===== src/rtl/jbb_pkg.sv =====
package jbb_pkg;
  typedef enum logic [1:0] {
    CHAIN_NONE,
    CHAIN_ADDR,
    CHAIN_READ,
    CHAIN_WRRD
  } chain_sel_e;
endpackage


===== src/rtl/jbb_dr_chain.sv =====
module jbb_dr_chain #(
  parameter int W = 16
) (
  input  logic         clk,
  input  logic         rst,
  input  logic         capture,
  input  logic         shift,
  input  logic [W-1:0] load_val,
  input  logic         tdi,
  output logic [W-1:0] par_out,
  output logic         ser_out
);
  logic [W-1:0] sr_q;

  always_ff @(posedge clk) begin
    if (rst)          sr_q <= '0;
    else if (capture) sr_q <= load_val;
    else if (shift)   sr_q <= {tdi, sr_q[W-1:1]};
  end

  assign par_out = sr_q;
  assign ser_out = sr_q[0];
endmodule


===== src/rtl/jbb_wb_master.sv =====
module jbb_wb_master #(
  parameter int AW = 16,
  parameter int DW = 16,
  parameter int SW = DW / 8
) (
  input  logic          clk,
  input  logic          rst,
  input  logic          start_rd,
  input  logic          start_wr,
  input  logic [AW-1:0] req_adr,
  input  logic [DW-1:0] req_dat,
  output logic          busy,
  output logic [DW-1:0] rd_word,
  output logic          cyc_o,
  output logic          stb_o,
  output logic          we_o,
  output logic [AW-1:0] adr_o,
  output logic [DW-1:0] dat_o,
  output logic [SW-1:0] sel_o,
  input  logic          ack_i,
  input  logic [DW-1:0] dat_i
);
  always_ff @(posedge clk) begin
    if (rst) begin
      cyc_o   <= 1'b0;
      stb_o   <= 1'b0;
      we_o    <= 1'b0;
      adr_o   <= '0;
      dat_o   <= '0;
      sel_o   <= '0;
      rd_word <= '0;
    end else if (cyc_o) begin
      if (ack_i) begin
        cyc_o <= 1'b0;
        stb_o <= 1'b0;
        we_o  <= 1'b0;
        sel_o <= '0;
        if (!we_o) rd_word <= dat_i;
      end
    end else if (start_rd || start_wr) begin
      cyc_o <= 1'b1;
      stb_o <= 1'b1;
      we_o  <= start_wr;
      adr_o <= req_adr;
      sel_o <= '1;
      if (start_wr) dat_o <= req_dat;
    end
  end

  assign busy = cyc_o;

  AST_HOLD_UNTIL_ACK: assert property (@(posedge clk) disable iff (rst)
    cyc_o && !ack_i |=> cyc_o && stb_o);
  AST_RELEASE_AFTER_ACK: assert property (@(posedge clk) disable iff (rst)
    cyc_o && ack_i |=> !cyc_o && !stb_o);
  AST_FULL_SEL: assert property (@(posedge clk) disable iff (rst)
    $rose(cyc_o) |-> stb_o && (sel_o == {SW{1'b1}}));
  AST_REQ_STABLE: assert property (@(posedge clk) disable iff (rst)
    cyc_o && !ack_i |=> $stable(adr_o) && $stable(dat_o) && $stable(we_o));
endmodule


===== src/rtl/jtag_bus_bridge.sv =====
module jtag_bus_bridge #(
  parameter int             IR_W      = 4,
  parameter int             AW        = 16,
  parameter int             DW        = 16,
  parameter logic [IR_W-1:0] CODE_ADDR = 4'd8,
  parameter logic [IR_W-1:0] CODE_READ = 4'd9,
  parameter logic [IR_W-1:0] CODE_WRRD = 4'd10
) (
  input  logic            clk,
  input  logic            rst,
  input  logic [IR_W-1:0] ir_code,
  input  logic            capture_dr,
  input  logic            shift_dr,
  input  logic            update_dr,
  input  logic            tdi,
  output logic            tdo,
  output logic            wb_cyc,
  output logic            wb_stb,
  output logic            wb_we,
  output logic [AW-1:0]   wb_adr,
  output logic [DW-1:0]   wb_dat_w,
  output logic [DW/8-1:0] wb_sel,
  input  logic            wb_ack,
  input  logic [DW-1:0]   wb_dat_r
);
  import jbb_pkg::*;

  localparam int SW = DW / 8;

  chain_sel_e    chain;
  logic          data_sel;
  logic [AW-1:0] addr_q;
  logic [AW-1:0] addr_chain;
  logic [DW-1:0] data_chain;
  logic          addr_bit;
  logic          data_bit;
  logic          busy;
  logic [DW-1:0] rd_word;
  logic          start_rd;
  logic          start_wr;

  always_comb begin
    if      (ir_code == CODE_ADDR) chain = CHAIN_ADDR;
    else if (ir_code == CODE_READ) chain = CHAIN_READ;
    else if (ir_code == CODE_WRRD) chain = CHAIN_WRRD;
    else                           chain = CHAIN_NONE;
  end

  assign data_sel = (chain == CHAIN_READ) || (chain == CHAIN_WRRD);

  jbb_dr_chain #(.W(AW)) u_addr_chain (
    .clk      (clk),
    .rst      (rst),
    .capture  (capture_dr && (chain == CHAIN_ADDR)),
    .shift    (shift_dr && (chain == CHAIN_ADDR)),
    .load_val (addr_q),
    .tdi      (tdi),
    .par_out  (addr_chain),
    .ser_out  (addr_bit)
  );

  jbb_dr_chain #(.W(DW)) u_data_chain (
    .clk      (clk),
    .rst      (rst),
    .capture  (capture_dr && data_sel),
    .shift    (shift_dr && data_sel),
    .load_val (rd_word),
    .tdi      (tdi),
    .par_out  (data_chain),
    .ser_out  (data_bit)
  );

  always_ff @(posedge clk) begin
    if (rst)                                   addr_q <= '0;
    else if (update_dr && chain == CHAIN_ADDR) addr_q <= addr_chain;
  end

  assign start_rd = update_dr && (chain == CHAIN_READ) && !busy;
  assign start_wr = update_dr && (chain == CHAIN_WRRD) && !busy;

  always_comb begin
    case (chain)
      CHAIN_ADDR:             tdo = addr_bit;
      CHAIN_READ, CHAIN_WRRD: tdo = data_bit;
      default:                tdo = 1'b0;
    endcase
  end

  jbb_wb_master #(.AW(AW), .DW(DW), .SW(SW)) u_master (
    .clk      (clk),
    .rst      (rst),
    .start_rd (start_rd),
    .start_wr (start_wr),
    .req_adr  (addr_q),
    .req_dat  (data_chain),
    .busy     (busy),
    .rd_word  (rd_word),
    .cyc_o    (wb_cyc),
    .stb_o    (wb_stb),
    .we_o     (wb_we),
    .adr_o    (wb_adr),
    .dat_o    (wb_dat_w),
    .sel_o    (wb_sel),
    .ack_i    (wb_ack),
    .dat_i    (wb_dat_r)
  );

  AST_ADDR_HELD: assert property (@(posedge clk) disable iff (rst)
    !(update_dr && chain == CHAIN_ADDR) |=> $stable(addr_q));
  AST_START_ON_UPDATE: assert property (@(posedge clk) disable iff (rst)
    $rose(wb_cyc) |-> $past(update_dr) && $past(data_sel));
  AST_IDLE_TDO: assert property (@(posedge clk) disable iff (rst)
    chain == CHAIN_NONE |-> !tdo);
endmodule


===== config.mk =====
export PLATFORM = sky130hd
export DESIGN_NAME = jtag_bus_bridge
export DESIGN_NICKNAME = d
export VERILOG_FILES = /design/src/rtl/jbb_pkg.sv /design/src/rtl/jbb_dr_chain.sv /design/src/rtl/jbb_wb_master.sv /design/src/rtl/jtag_bus_bridge.sv
export SDC_FILE = /design/constraint.sdc
export NUM_CORES = 1
export LEC_CHECK = 0
export BUFFER_PORTS_ARGS = -buffer_cell sky130_fd_sc_hd__buf_2
export CORE_UTILIZATION = 57
export CTS_CLUSTER_SIZE = 24
export DETAILED_ROUTE_END_ITERATION = 6
export GPL_TIMING_DRIVEN = 0
export PLACE_DENSITY = 0.8
export SYNTH_ARGS = -nofsm -noshare
export SYNTH_HDL_FRONTEND = slang
export SYNTH_HIERARCHICAL = 1
export SYNTH_SLANG_ARGS = --single-unit

===== constraint.sdc =====
create_clock -name clk -period 3.1 [get_ports clk]
set_clock_uncertainty 0.15 [all_clocks]
set_input_delay 0.465 -clock clk [delete_from_list [all_inputs] [get_ports clk]]
set_output_delay 0.465 -clock clk [all_outputs]
set_load 0.1 [all_outputs]

==> results.py <==
metrics = {
    "run_status": {
        "status": "completed",
    },
    "sta": {
        "layout_setup_ws_ps": 591.8,
        "min_period_ps": 2508,
        "max_freq_ghz": 0.3987,
        "setup_viol": 0,
        "slew_viol_final": 0,
        "period_share_pct": 80.91,
        "tns_ps": 0,
        "hold_violations": 0,
        "rsz0062_at_grt": "no",
        "slew_headroom_pct": 51.12,
        "worst_pin_slew_ps": 733.1,
    },
    "global_routing": {
        "grt_pass1_vias": 3293,
        "overflow": 0,
        "grt_max_degree": 17,
        "antenna_found_initial": 0,
        "grt_pass1_wl_um": 15650,
        "track_usage_pct": 23.86,
    },
    "synthesis": {
        "synthFlopType": "dfxtp_1",
        "synth_edf_count": 0,
        "ys_types": 37,
        "yosys-top-cells-area": "dfxtp_1 44%, nand2_1 7.4%, mux2i_1 7.2%",
        "synth_area_mm2": 0.004467,
        "avgSynthCellArea_um2": 9.732,
        "yosysTopAreaCell": "dfxtp_1",
        "synth_top_cell_area_share_pct": 44.37,
        "synth_fp_nets": 486,
        "synth_compound_area_share_pct": 18.60,
        "synth_fa_ha_area_share_pct": 0,
        "muxShareOfSynthArea_pct": 7.171,
        "synth-xor-area-share_pct": 0.1961,
        "ys_warn_count": 6,
        "synth-simple-area-share_pct": 21.99,
        "ys_async_sr_fraction_pct": 0,
        "yosysSeqAreaShare_pct": 44.37,
        "synth_top_family_by_area": "simple AND/OR/NAND/NOR gates",
        "synth-seq-cells": 99,
        "synth_cells": 459,
    },
    "floorplanning": {
        "die_h_um": 90.53,
        "ios": 65,
        "rows": 31,
        "floorplan.initialDensity_pct": 60.29,
        "die_w_um": 90.53,
        "core_area_mm2": 0.007408,
        "die_area_mm2": 0.008195,
    },
    "placement": {
        "port_buffers": 63,
        "gp_congestion": 0.8014,
        "dpl_cell_area_mm2": 0.004906,
        "place_hpwl_um": 6965,
        "place_ws_ps": 240.1,
    },
    "worst_setup_path": {
        "cp_max_fo": 10,
        "cp-startpoint": "ir_code[2]",
        "crit_type": "in -> reg",
        "reg2reg_from": "u_master/busy",
        "reg2reg_slack_ps": 660,
        "r2r_end": "u_master/dat_o[8]",
        "crit_arrival_ps": 2640,
        "endpoint_kind": "register",
        "r2r_cells": 7,
        "cp.required_ps": 3230,
        "endpoint": "u_master/dat_o[8]",
        "start_kind": "input pin",
    },
    "worst_hold_path": {
        "hold_path.class": "in -> reg",
    },
    "cts": {
        "cts_buffer_depth": 2,
        "cts_tree": "built",
        "clock_latency_ps": 350,
        "root_buffer": "clkbuf_8",
        "clock-sinks": 99,
        "cts_hold_buf": 0,
        "clkSlewWorstSetupHoldPaths_ps": 90,
        "htree_levels": 3,
        "post_cts_buffers": 0,
        "numCtsBuffers": 9,
        "cts_resized": 0,
    },
    "power": {
        "p_comb_share_pct": 8.1,
        "seqPwrFrac_pct": 56.7,
        "power_density_mw_per_mm2": 451.5,
        "switching_share_pct": 24.56,
        "internal-power_mw": 1.736,
        "pwr-share-clk_pct": 35.2,
        "irDropWorstVdd_mv": 0.2437,
        "p_leak_nw": 1.846,
        "power.switching_mw": 0.5652,
    },
    "finish": {
        "area_growth_pct": 14.12,
        "final_area_mm2": 0.005097,
        "fin_nets": 560,
        "final_layout_size_suffix_gt1_share_pct": 32.16,
        "fillers": 627,
        "num_antenna_cells": 0,
    },
    "detailed_routing": {
        "firstDrtPassIters": 4,
        "vias": 3392,
        "drc": 0,
        "drt_wl_total_um": 9530,
        "drt_iter0_markers": 150,
        "vias_per_cell": 5.325,
        "wl_per_cell_um": 14.96,
        "postRouteAntennaNets": 0,
    },
    "job": {
        "cap_violations": 0,
    },
}
-- layout make-up --
type | count | area (um^2) | area share, %
Buffer | 41 | 335.3 | 6.578
Clock buffer | 10 | 127.6 | 2.504
Clock inverter | 6 | 63.81 | 1.252
Inverter | 2 | 7.507 | 0.1473
Multi-Input combinational cell | 317 | 2142 | 42.02
Sequential cell | 99 | 1982 | 38.88
Tap cell | 99 | 123.9 | 2.430
Timing Repair Buffer | 63 | 315.3 | 6.186
-- layer usage --
layer | share of wire [%] | global-route usage, % | up-vias
met2 | 44 | 36.81 | 90
met5 | 0 | 0 | -
met4 | 1.7 | 8.468 | 0
li1 | - | - | 1720
met1 | 50 | 33.78 | 1568
met3 | 4.3 | 3.620 | 14
-- cells in the final DEF (no fill, tap or decap), types with 10 or more instances in the layout --
master	n
a211oi_1	13
a211oi_2	20
a21oi_1	28
a21oi_2	21
buf_2	68
clkbuf_1	12
dfxtp_1	99
mux2i_1	32
nand2_1	88
nand2b_1	19
nand4b_1	16
nor2b_1	33
o21ai_2	10
-- power groups by stage --
| stage | combinational, mW | clock, mW | sequential (mW) |
|---|---|---|---|
| after floorplan | 0.127 | 0 | 1.34 |
| after global placement | 0.182 | 0 | 1.33 |
| after detailed placement | 0.186 | 0 | 1.33 |
| after CTS | 0.187 | 0.819 | 1.30 |
| after global routing | 0.201 | 0.871 | 1.31 |
| final | 0.187 | 0.809 | 1.30 |
-- cells by family (layout without fill, tap and decap cells) --
family / after synthesis / in the layout
AND/OR/NAND/NOR: 182 / 182
buffers and inverters: 43 / 122
XOR/XNOR: 1 / 1
multiplexers: 32 / 32
flip-flops: 99 / 99
AO/OA/AOI/OAI: 102 / 102
-- registers in the layout, summed over array words and instances (netlist names) --
name / count
u_master/sel_o: 1
u_master/adr_o: 16
u_master/busy: 1
u_master/dat_o: 16
u_master/we_o: 1
u_master/rd_word: 16
u_data_chain/par_out: 16
u_addr_chain/par_out: 16
addr_q: 16
-- synthesized netlist by cell type, drive strengths merged, types with 2 or more instances --
master	instances
dfxtp	99
nand2	97
a21oi	49
nor2b	34
a211oi	33
mux2i	32
buf	29
nand2b	19
nand4b	16
o21ai	16
clkbuf	12
and2	5
nor2	4
inv	2
nor3b	2
-- worst min path at each step --
stage | start | to | depth (start not counted)
after detailed placement | u_master/dat_o[3] | u_master/dat_o[3] | 2
after floorplan | u_master/rd_word[10] | u_master/rd_word[10] | 2
final | wb_dat_r[7] | u_master/rd_word[7] | 3
after CTS | wb_dat_r[7] | u_master/rd_word[7] | 3
after global routing | wb_dat_r[15] | u_master/rd_word[15] | 3
after global placement | u_master/adr_o[0] | u_master/adr_o[0] | 2
-- critical path, cell delays in order --
cell	delay (ps)
buf_2	120
nand2b_1	190
or3b_2	480
nor3b_1	630
nor2b_2	280
buf_6	150
buf_12	140
nand2_2	60
a21oi_2	130
-- through the flow --
stage          total power, mW  utilization, %  std cells  hold WS, ps
2_1_floorplan            1.467               -        459        286.7
3_3_place_gp             1.516           66.22        621        292.2
3_5_place_dp             1.521           66.22        621        294.8
4_1_cts                  2.311           68.81        637        184.9
5_1_grt                  2.379           68.81        637        185.7
6_report                 2.301           68.81        637        190.3
Power figures use the tool's default switching activity.
